[config.mk]
export PLATFORM = sky130hd
export DESIGN_NAME = dds_cmd_slave
export DESIGN_NICKNAME = d
export VERILOG_FILES = /design/src/rtl/dds_cmd_pkg.sv /design/src/rtl/dds_spi_rx.sv /design/src/rtl/dds_cmd_decode.sv /design/src/rtl/dds_reg_bank.sv /design/src/rtl/dds_cmd_slave.sv
export SDC_FILE = /design/constraint.sdc
export NUM_CORES = 1
export LEC_CHECK = 0
export BUFFER_PORTS_ARGS = -buffer_cell sky130_fd_sc_hd__buf_4
export CORE_UTILIZATION = 25
export CTS_CLUSTER_SIZE = 20
export DETAILED_ROUTE_END_ITERATION = 8
export PLACE_DENSITY = 0.46
export SLEW_MARGIN = 20
export SYNTH_ARGS = -nofsm -noshare
export SYNTH_HDL_FRONTEND = slang
export SYNTH_SLANG_ARGS = --single-unit
[constraint.sdc]
create_clock -name clk -period 2.2 [get_ports clk]
set_input_delay 0.22 -clock clk [delete_from_list [all_inputs] [get_ports clk]]
set_output_delay 0.22 -clock clk [all_outputs]
set_load 0.1 [all_outputs]
[src/rtl/dds_cmd_pkg.sv]
package dds_cmd_pkg;
  localparam int WORD_W  = 16;
  localparam int BYTE_W  = 8;
  localparam int FREQ_W  = 32;
  localparam int PHASE_W = 12;
  localparam int N_FREQ  = 2;
  localparam int N_PHASE = 4;
  localparam int PAIR_W  = 2 * BYTE_W;

  localparam logic [3:0] CMD_PH_COMMIT = 4'h0;
  localparam logic [3:0] CMD_PH_STAGE  = 4'h1;
  localparam logic [3:0] CMD_FR_COMMIT = 4'h2;
  localparam logic [3:0] CMD_FR_STAGE  = 4'h3;
  localparam logic [3:0] CMD_SELECT    = 4'h6;

  typedef struct packed {
    logic [3:0]        cmd;
    logic [3:0]        addr;
    logic [BYTE_W-1:0] data;
  } cmd_word_t;

  // Replace one 16-bit half of a frequency word with a committed byte pair.
  function automatic logic [FREQ_W-1:0] merge_freq(input logic [FREQ_W-1:0] old,
                                                   input logic upper,
                                                   input logic [PAIR_W-1:0] pair);
    logic [FREQ_W-1:0] r;
    r = old;
    if (upper) r[FREQ_W-1:PAIR_W] = pair;
    else       r[PAIR_W-1:0]      = pair;
    return r;
  endfunction

  // Build a phase offset from the held byte (low bits only) and the new byte.
  function automatic logic [PHASE_W-1:0] merge_phase(input logic [BYTE_W-1:0] hi,
                                                     input logic [BYTE_W-1:0] lo);
    return {hi[PHASE_W-BYTE_W-1:0], lo};
  endfunction
endpackage

[src/rtl/dds_spi_rx.sv]
module dds_spi_rx #(
  parameter int SYNC_STAGES = 2,
  parameter int WORD_W      = 16
) (
  input  logic              clk,
  input  logic              rst_n,
  input  logic              sclk,
  input  logic              cs_n,
  input  logic              mosi,
  output logic              word_valid,
  output logic [WORD_W-1:0] word
);
  localparam int CNT_W = $clog2(WORD_W + 2);
  localparam logic [CNT_W-1:0] CNT_FULL = CNT_W'(WORD_W);

  logic [SYNC_STAGES:0] sclk_s, cs_s, mosi_s;
  logic [CNT_W-1:0]     bit_cnt;
  logic [WORD_W-1:0]    shift_q;
  logic                 sclk_rise, cs_rise, cs_hi;

  always_ff @(posedge clk or negedge rst_n) begin
    if (!rst_n) begin
      sclk_s <= '0;
      cs_s   <= '1;
      mosi_s <= '0;
    end else begin
      sclk_s <= {sclk_s[SYNC_STAGES-1:0], sclk};
      cs_s   <= {cs_s[SYNC_STAGES-1:0], cs_n};
      mosi_s <= {mosi_s[SYNC_STAGES-1:0], mosi};
    end
  end

  assign cs_hi     = cs_s[SYNC_STAGES-1];
  assign sclk_rise = sclk_s[SYNC_STAGES-1] & ~sclk_s[SYNC_STAGES] & ~cs_hi;
  assign cs_rise   = cs_hi & ~cs_s[SYNC_STAGES];

  always_ff @(posedge clk or negedge rst_n) begin
    if (!rst_n) begin
      bit_cnt <= '0;
      shift_q <= '0;
    end else if (cs_hi) begin
      bit_cnt <= '0;
    end else if (sclk_rise) begin
      shift_q <= {shift_q[WORD_W-2:0], mosi_s[SYNC_STAGES-1]};
      if (bit_cnt <= CNT_FULL) bit_cnt <= bit_cnt + 1'b1;
    end
  end

  assign word_valid = cs_rise && (bit_cnt == CNT_FULL);
  assign word       = shift_q;
endmodule

[src/rtl/dds_cmd_decode.sv]
module dds_cmd_decode
  import dds_cmd_pkg::*;
(
  input  logic              word_valid,
  input  logic [WORD_W-1:0] word,
  output logic              stage_en,
  output logic              fcommit_en,
  output logic              pcommit_en,
  output logic              select_en,
  output logic              srcsync_en,
  output logic              power_en,
  output logic [3:0]        addr,
  output logic [BYTE_W-1:0] data,
  output logic [2:0]        ctl_bits
);
  cmd_word_t w;
  assign w        = cmd_word_t'(word);
  assign addr     = w.addr;
  assign data     = w.data;
  assign ctl_bits = word[13:11];

  always_comb begin
    stage_en   = 1'b0;
    fcommit_en = 1'b0;
    pcommit_en = 1'b0;
    select_en  = 1'b0;
    srcsync_en = 1'b0;
    power_en   = 1'b0;
    if (word_valid) begin
      if (w.cmd[3:2] == 2'b11)      power_en   = 1'b1;
      else if (w.cmd[3:2] == 2'b10) srcsync_en = 1'b1;
      else begin
        case (w.cmd)
          CMD_PH_STAGE, CMD_FR_STAGE: stage_en   = 1'b1;
          CMD_FR_COMMIT:              fcommit_en = ~w.addr[3];
          CMD_PH_COMMIT:              pcommit_en = w.addr[3];
          CMD_SELECT:                 select_en  = 1'b1;
          default: ;
        endcase
      end
    end
  end
endmodule

[src/rtl/dds_reg_bank.sv]
module dds_reg_bank
  import dds_cmd_pkg::*;
(
  input  logic                               clk,
  input  logic                               rst_n,
  input  logic                               stage_en,
  input  logic                               fcommit_en,
  input  logic                               pcommit_en,
  input  logic                               select_en,
  input  logic                               srcsync_en,
  input  logic                               power_en,
  input  logic [3:0]                         addr,
  input  logic [BYTE_W-1:0]                  data,
  input  logic [2:0]                         ctl_bits,
  output logic [BYTE_W-1:0]                  held_byte,
  output logic [N_FREQ-1:0][FREQ_W-1:0]      freq_q,
  output logic [N_PHASE-1:0][PHASE_W-1:0]    phase_q,
  output logic                               freq_sel,
  output logic [1:0]                         phase_sel,
  output logic                               src_reg,
  output logic                               sync_flag,
  output logic                               sleep_flag,
  output logic                               reset_flag,
  output logic                               clear_flag
);
  localparam int FIDX_W = $clog2(N_FREQ);
  localparam int PIDX_W = $clog2(N_PHASE);

  logic [PAIR_W-1:0] pair;
  assign pair = {held_byte, data};

  always_ff @(posedge clk or negedge rst_n) begin
    if (!rst_n)        held_byte <= '0;
    else if (stage_en) held_byte <= data;
  end

  for (genvar f = 0; f < N_FREQ; f++) begin : g_freq
    logic [FREQ_W-1:0] f_q;
    always_ff @(posedge clk or negedge rst_n) begin
      if (!rst_n) f_q <= '0;
      else if (fcommit_en && addr[2 +: FIDX_W] == FIDX_W'(f))
        f_q <= merge_freq(f_q, addr[1], pair);
    end
    assign freq_q[f] = f_q;
  end

  for (genvar p = 0; p < N_PHASE; p++) begin : g_phase
    logic [PHASE_W-1:0] p_q;
    always_ff @(posedge clk or negedge rst_n) begin
      if (!rst_n) p_q <= '0;
      else if (pcommit_en && addr[1 +: PIDX_W] == PIDX_W'(p))
        p_q <= merge_phase(held_byte, data);
    end
    assign phase_q[p] = p_q;
  end

  always_ff @(posedge clk or negedge rst_n) begin
    if (!rst_n) begin
      freq_sel   <= 1'b0;
      phase_sel  <= 2'b00;
      src_reg    <= 1'b0;
      sync_flag  <= 1'b0;
      sleep_flag <= 1'b1;
      reset_flag <= 1'b1;
      clear_flag <= 1'b1;
    end else begin
      if (select_en) begin
        freq_sel  <= addr[3];
        phase_sel <= addr[2:1];
      end
      if (srcsync_en) begin
        sync_flag <= ctl_bits[2];
        src_reg   <= ctl_bits[1];
      end
      if (power_en) begin
        sleep_flag <= ctl_bits[2];
        reset_flag <= ctl_bits[1];
        clear_flag <= ctl_bits[0];
      end
    end
  end
endmodule

[src/rtl/dds_cmd_slave.sv]
module dds_cmd_slave
  import dds_cmd_pkg::*;
#(
  parameter int SYNC_STAGES = 2
) (
  input  logic        clk,
  input  logic        rst_n,
  input  logic        spi_sclk,
  input  logic        spi_cs_n,
  input  logic        spi_mosi,
  output logic [31:0] freq0_o,
  output logic [31:0] freq1_o,
  output logic [11:0] phase0_o,
  output logic [11:0] phase1_o,
  output logic [11:0] phase2_o,
  output logic [11:0] phase3_o,
  output logic        freq_sel_o,
  output logic [1:0]  phase_sel_o,
  output logic        src_reg_o,
  output logic        sync_o,
  output logic        sleep_o,
  output logic        core_reset_o,
  output logic        clear_o
);
  logic                            word_valid;
  logic [WORD_W-1:0]               rx_word;
  logic                            stage_en, fcommit_en, pcommit_en;
  logic                            select_en, srcsync_en, power_en;
  logic [3:0]                      dec_addr;
  logic [BYTE_W-1:0]               dec_data;
  logic [2:0]                      dec_ctl;
  logic [BYTE_W-1:0]               held_byte;
  logic [N_FREQ-1:0][FREQ_W-1:0]   freq_q;
  logic [N_PHASE-1:0][PHASE_W-1:0] phase_q;

  dds_spi_rx #(.SYNC_STAGES(SYNC_STAGES), .WORD_W(WORD_W)) u_rx (
    .clk(clk), .rst_n(rst_n), .sclk(spi_sclk), .cs_n(spi_cs_n), .mosi(spi_mosi),
    .word_valid(word_valid), .word(rx_word)
  );

  dds_cmd_decode u_dec (
    .word_valid(word_valid), .word(rx_word),
    .stage_en(stage_en), .fcommit_en(fcommit_en), .pcommit_en(pcommit_en),
    .select_en(select_en), .srcsync_en(srcsync_en), .power_en(power_en),
    .addr(dec_addr), .data(dec_data), .ctl_bits(dec_ctl)
  );

  dds_reg_bank u_regs (
    .clk(clk), .rst_n(rst_n),
    .stage_en(stage_en), .fcommit_en(fcommit_en), .pcommit_en(pcommit_en),
    .select_en(select_en), .srcsync_en(srcsync_en), .power_en(power_en),
    .addr(dec_addr), .data(dec_data), .ctl_bits(dec_ctl),
    .held_byte(held_byte), .freq_q(freq_q), .phase_q(phase_q),
    .freq_sel(freq_sel_o), .phase_sel(phase_sel_o), .src_reg(src_reg_o),
    .sync_flag(sync_o), .sleep_flag(sleep_o), .reset_flag(core_reset_o),
    .clear_flag(clear_o)
  );

  assign freq0_o  = freq_q[0];
  assign freq1_o  = freq_q[1];
  assign phase0_o = phase_q[0];
  assign phase1_o = phase_q[1];
  assign phase2_o = phase_q[2];
  assign phase3_o = phase_q[3];
endmodule

==> metrics.sh <==
WORSTHOLDPATHCELLS=0
GLOBALROUTEOVERFLOWTOTAL=0
ENDPOINT_KIND='register'
POWER.SHARE.CLOCK_PCT=44.5
FLOORPLAN.DIE_AREA_UM2=24900
WORSTSETUPSTARTPOINT='u_rx.bit_cnt[0]'
GLOBAL_ROUTE_WIRE_LENGTH_BEFORE_REPAIR_UM=23400
DR_PASS1_ITERATIONS=4
REQUIRED_TIME_AT_THE_WORST_SLACK_ENDPOINT_NS=2.50
PORT_BUFFERS=124
CRITPATHLAUNCHTYPE='register'
CELL_ACCOUNTING_FOR_THE_MOST_SYNTHESIZED_AREA='sky130_fd_sc_hd__dfrtp_1'
PLACE_INST=808
POWER_SWITCHING_SHARE_PCT=24.8
FINAL_NET_COUNT=519
DETAIL_ROUTE.DRC_VIOLATIONS=0
ANTENNA_FOUND_INITIAL=0
DRT_ITER0_MARKERS=161
NUMCLOCKSINKS=157
SYNTHESIS.NETS=379
PLACEMENT_ROWS=56
YS_TOP_CELLS_BY_AREA='sky130_fd_sc_hd__dfrtp_1 62%, sky130_fd_sc_hd__mux2_2 27%, sky130_fd_sc_hd__dfstp_2 2.6%'
GRT_MAX_DEGREE=60
CAP_VIOLATIONS=0
YS.WARNINGS.COUNT=0
SYNTH_TOP_AREA_SHARE_PCT=62.3
LARGEST_REG_FLOPS=64
ANTENNADIODECOUNT=0
MULTI_INPUT_AREA_UM2=2010
TRITONCTS.NUM_BUFFERS=17
GRTUSAGETOTAL_PCT=12.9
POWER.COMBINATIONAL.FRACTION_PCT=3.3
SETUP_SLACK_NS=0.147
ROUTEDLENGTHMET1_UM=7160
MAX-SLEW-MARGIN-REL_PCT=62.7
SYNTH.YOSYS.SEQ_AREA_SHARE_PCT=64.9
PLACE_CONGESTION=0.741
FINALSETUPVIOLATIONS=0
FINAL.PERIOD_UTILIZATION_PCT=93.3
LAYOUT_COMMONEST_CELL='sky130_fd_sc_hd__dfrtp_1'
SYNTHTOLAYOUTAREAGROWTH_PCT=33.2
NETLIST-CELL-TYPE-COUNT=36
CLOCKBUFFERDEPTH=2
WORST-PATH-MAX-FANOUT=6
POST_SYNTHESIS_SEQUENTIAL_ELEMENT_COUNT=157
NUMBER_OF_VIAS_PER_CELL_AFTER_DETAILED_ROUTING=4.22
POWER_FRAC_SEQ_PCT=52.2
HIGHEST-SIGNAL-LAYER='met4'
REPORT.FINAL.SLEW_VIOL_COUNT=0
WORST_SLEW_PIN_SLEW_NS=0.560
POST-PLACE-WS_NS=0.111
FIN_WORST_SKEW_NS=0.00908
NUMBER_OF_GLOBAL_ROUTE_VIAS_BEFORE_REPAIR=3850
CLOCK-ROOT-BUFFER='sky130_fd_sc_hd__clkbuf_16'
POWER.DENSITY_CELL_AREA_nW_PER_UM2=772
TIMING_HOLD_VIOLATIONS_FINAL=0
WL_MET2_UM=7090
FIN_CRIT_NS=2.05
SEQ_AREA_UM2=3940
WORSTHOLDPATHTYPE='register to register'
MAX-VDD-IR-DROP_mV=0.405
WORST_EP_ARRIVAL_TIME_NS=2.35
POST_LAYOUT_NONFILLER_INSTANCES=844
INTERNAL_POWER_W=0.00469
COMMONEST_CELLS_AFTER_ROUTING_FILL_AND_TAPS_ASIDE='151 x sky130_fd_sc_hd__dfrtp_1, 144 x sky130_fd_sc_hd__mux2_2, 134 x sky130_fd_sc_hd__buf_4'
HOLDWS_NS=0.352
SYNTHCELLS=372
CTS.REPORTEDPATHS.CLKPINSLEW_NS=0.06
DIE_HEIGHT_UM=158
LARGEST-REGISTER='u_regs.g_freq.f_q'
NETLIST_AREA_UM2=6060
ROUTED-WL-MET3_UM=648
FLOORPLAN.DIE.WIDTH_UM=158
WIRE_PER_INST_UM=17.8
TIMING.HOLD.WORST.START='u_rx.mosi_s[0]'
WORST_PATH_CLASS_SETUP='register to register'
ROUTE.FINAL.WIRE_LENGTH_UM=15000
P_LEAK_nW=4.17
ANTENNA_VIOLATION_NET_COUNT_AFTER_DETAILED_ROUTING=0
FIN_SETUP_TNS_NS=0
OUTCOME='complete, no violations'
FMAX_MHz=487
START_UTIL_PCT=25.7
HTREE_NUM_LEVELS=4
GRT_SETUP_UNREPAIRED='false'
DRIVE_ABOVE_1_SHARE_PCT=62.3
R2R_START='u_rx.bit_cnt[0]'
TOTAL_SWITCHING_POWER_W=0.00154
POST_CTS_REPAIR_SETUP_BUFFERS=0
REG2REG_DEPTH=6
CLOCK_INSERTION_DELAY_WORST_SKEW_NS=0.42
LAYOUT.FILLER_CELLS=2292
TRITONCTS='yes'
DP_HPWL_UM=10100
TOTAL_CORE_AREA_UM2=23600
POST_SYNTH.CELL_AREA_AVG_UM2=16.3
DESIGN.PORTCOUNT=125
DETAILROUTE.VIA_COUNT=3561
[cell families (layout without fill, tap and decap cells)]
| family | Yosys count | after routing | share of synthesized area, % |
|---|---|---|---|
| adders and majority gates | 2 | 2 | 0.413 |
| AOI/OAI and AO/OA | 7 | 7 | 0.764 |
| muxes | 146 | 146 | 27.1 |
| buffers and inverters | 26 | 179 | 2.00 |
| and+or+nand+nor | 34 | 34 | 4.77 |
| DFF | 157 | 157 | 64.9 |
[power by group through the flow]
stage	combinational (W)	clock, W	sequential [W]
floorplan	0.000226	0	0.00305
finish	0.000203	0.00277	0.00325
global placement	0.000196	0	0.00334
detailed placement	0.000200	0	0.00334
global route	0.000233	0.00301	0.00330
CTS	0.000206	0.00287	0.00329
[timing repair]
item / 4_1_cts / 5_1_grt
gates resized for setup: 0 / 2
endpoints found under the setup margin: 0 / 32
hold buffers: 4 / 0
hold endpoints to repair: 55 / 0
[cell type report]
| type | instances | area share (%) |
|---|---|---|
| clock inverter | 9 | 1.08 |
| clock buffer | 23 | 5.80 |
| multi-input combinational | 189 | 24.9 |
| tap | 319 | 4.94 |
| timing repair buffer | 144 | 14.3 |
| sequential | 157 | 48.8 |
| inverter | 3 | 0.139 |
[layer usage]
| metal | GRT usage [%] | vias up |
|---|---|---|
| li1 | - | 1613 |
| met1 | 17.0 | 1856 |
| met2 | 20.8 | 86 |
| met3 | 3.64 | 6 |
| met4 | 3.47 | 0 |
| met5 | 0 | - |
[Yosys cell counts]
master                     instances
sky130_fd_sc_hd__nand2b_1          4
sky130_fd_sc_hd__nand4b_1          2
sky130_fd_sc_hd__nor3b_1           1
sky130_fd_sc_hd__nor3_1            1
sky130_fd_sc_hd__or3b_1            1
sky130_fd_sc_hd__nand4_2           2
sky130_fd_sc_hd__a21oi_1           3
sky130_fd_sc_hd__nand4b_2          1
sky130_fd_sc_hd__dfrtp_1         151
sky130_fd_sc_hd__or4_1             1
sky130_fd_sc_hd__buf_2             9
sky130_fd_sc_hd__mux2_1            1
sky130_fd_sc_hd__o21ai_0           1
sky130_fd_sc_hd__mux2_2          144
sky130_fd_sc_hd__nor4b_4           1
sky130_fd_sc_hd__buf_4             3
sky130_fd_sc_hd__nand2_1           2
sky130_fd_sc_hd__nor2_1            4
sky130_fd_sc_hd__nor4bb_1          1
sky130_fd_sc_hd__nor4_1            1
sky130_fd_sc_hd__nand4_1           2
sky130_fd_sc_hd__nand3b_1          3
sky130_fd_sc_hd__and4bb_1          1
sky130_fd_sc_hd__clkbuf_2          1
sky130_fd_sc_hd__and4b_1           2
sky130_fd_sc_hd__o21ba_2           1
sky130_fd_sc_hd__a211o_1           1
sky130_fd_sc_hd__clkbuf_1         10
sky130_fd_sc_hd__o31ai_1           1
sky130_fd_sc_hd__nor4b_2           2
sky130_fd_sc_hd__inv_1             3
sky130_fd_sc_hd__or3_1             1
sky130_fd_sc_hd__mux2i_1           1
sky130_fd_sc_hd__dfstp_2           6
sky130_fd_sc_hd__or3b_4            1
sky130_fd_sc_hd__ha_1              2
[per-stage QoR]
stage          power [W]  utilization [%]  area, um2
6_report         0.00623             34.2       8070
4_1_cts          0.00636             34.1       8060
5_1_grt          0.00654             34.2       8070
2_1_floorplan    0.00328                -       6060
3_3_place_gp     0.00353             31.6       7470
3_5_place_dp     0.00354             31.6       7470
[critical path, stage by stage, from the launching register on]
cell and delay, ns:
sky130_fd_sc_hd__dfrtp_1 0.41, sky130_fd_sc_hd__inv_1 0.09, sky130_fd_sc_hd__ha_1 0.20, sky130_fd_sc_hd__or3b_4 0.43
sky130_fd_sc_hd__nor4_1 0.30, sky130_fd_sc_hd__buf_4 0.19, sky130_fd_sc_hd__mux2_2 0.32
[final timing paths]
path,to,slack (ns)
worst min-delay path,u_rx.mosi_s[1],0.35
worst max-delay path,u_regs.freq_sel,0.15
worst min register to register,u_rx.mosi_s[1],0.35
max in group asynchronous,u_rx.cs_s[2],1.11
min in group asynchronous,u_regs.g_freq[0].f_q[15],0.36
worst max register to register,u_regs.freq_sel,0.15
Note: power is estimated with default switching activity, not from simulation.
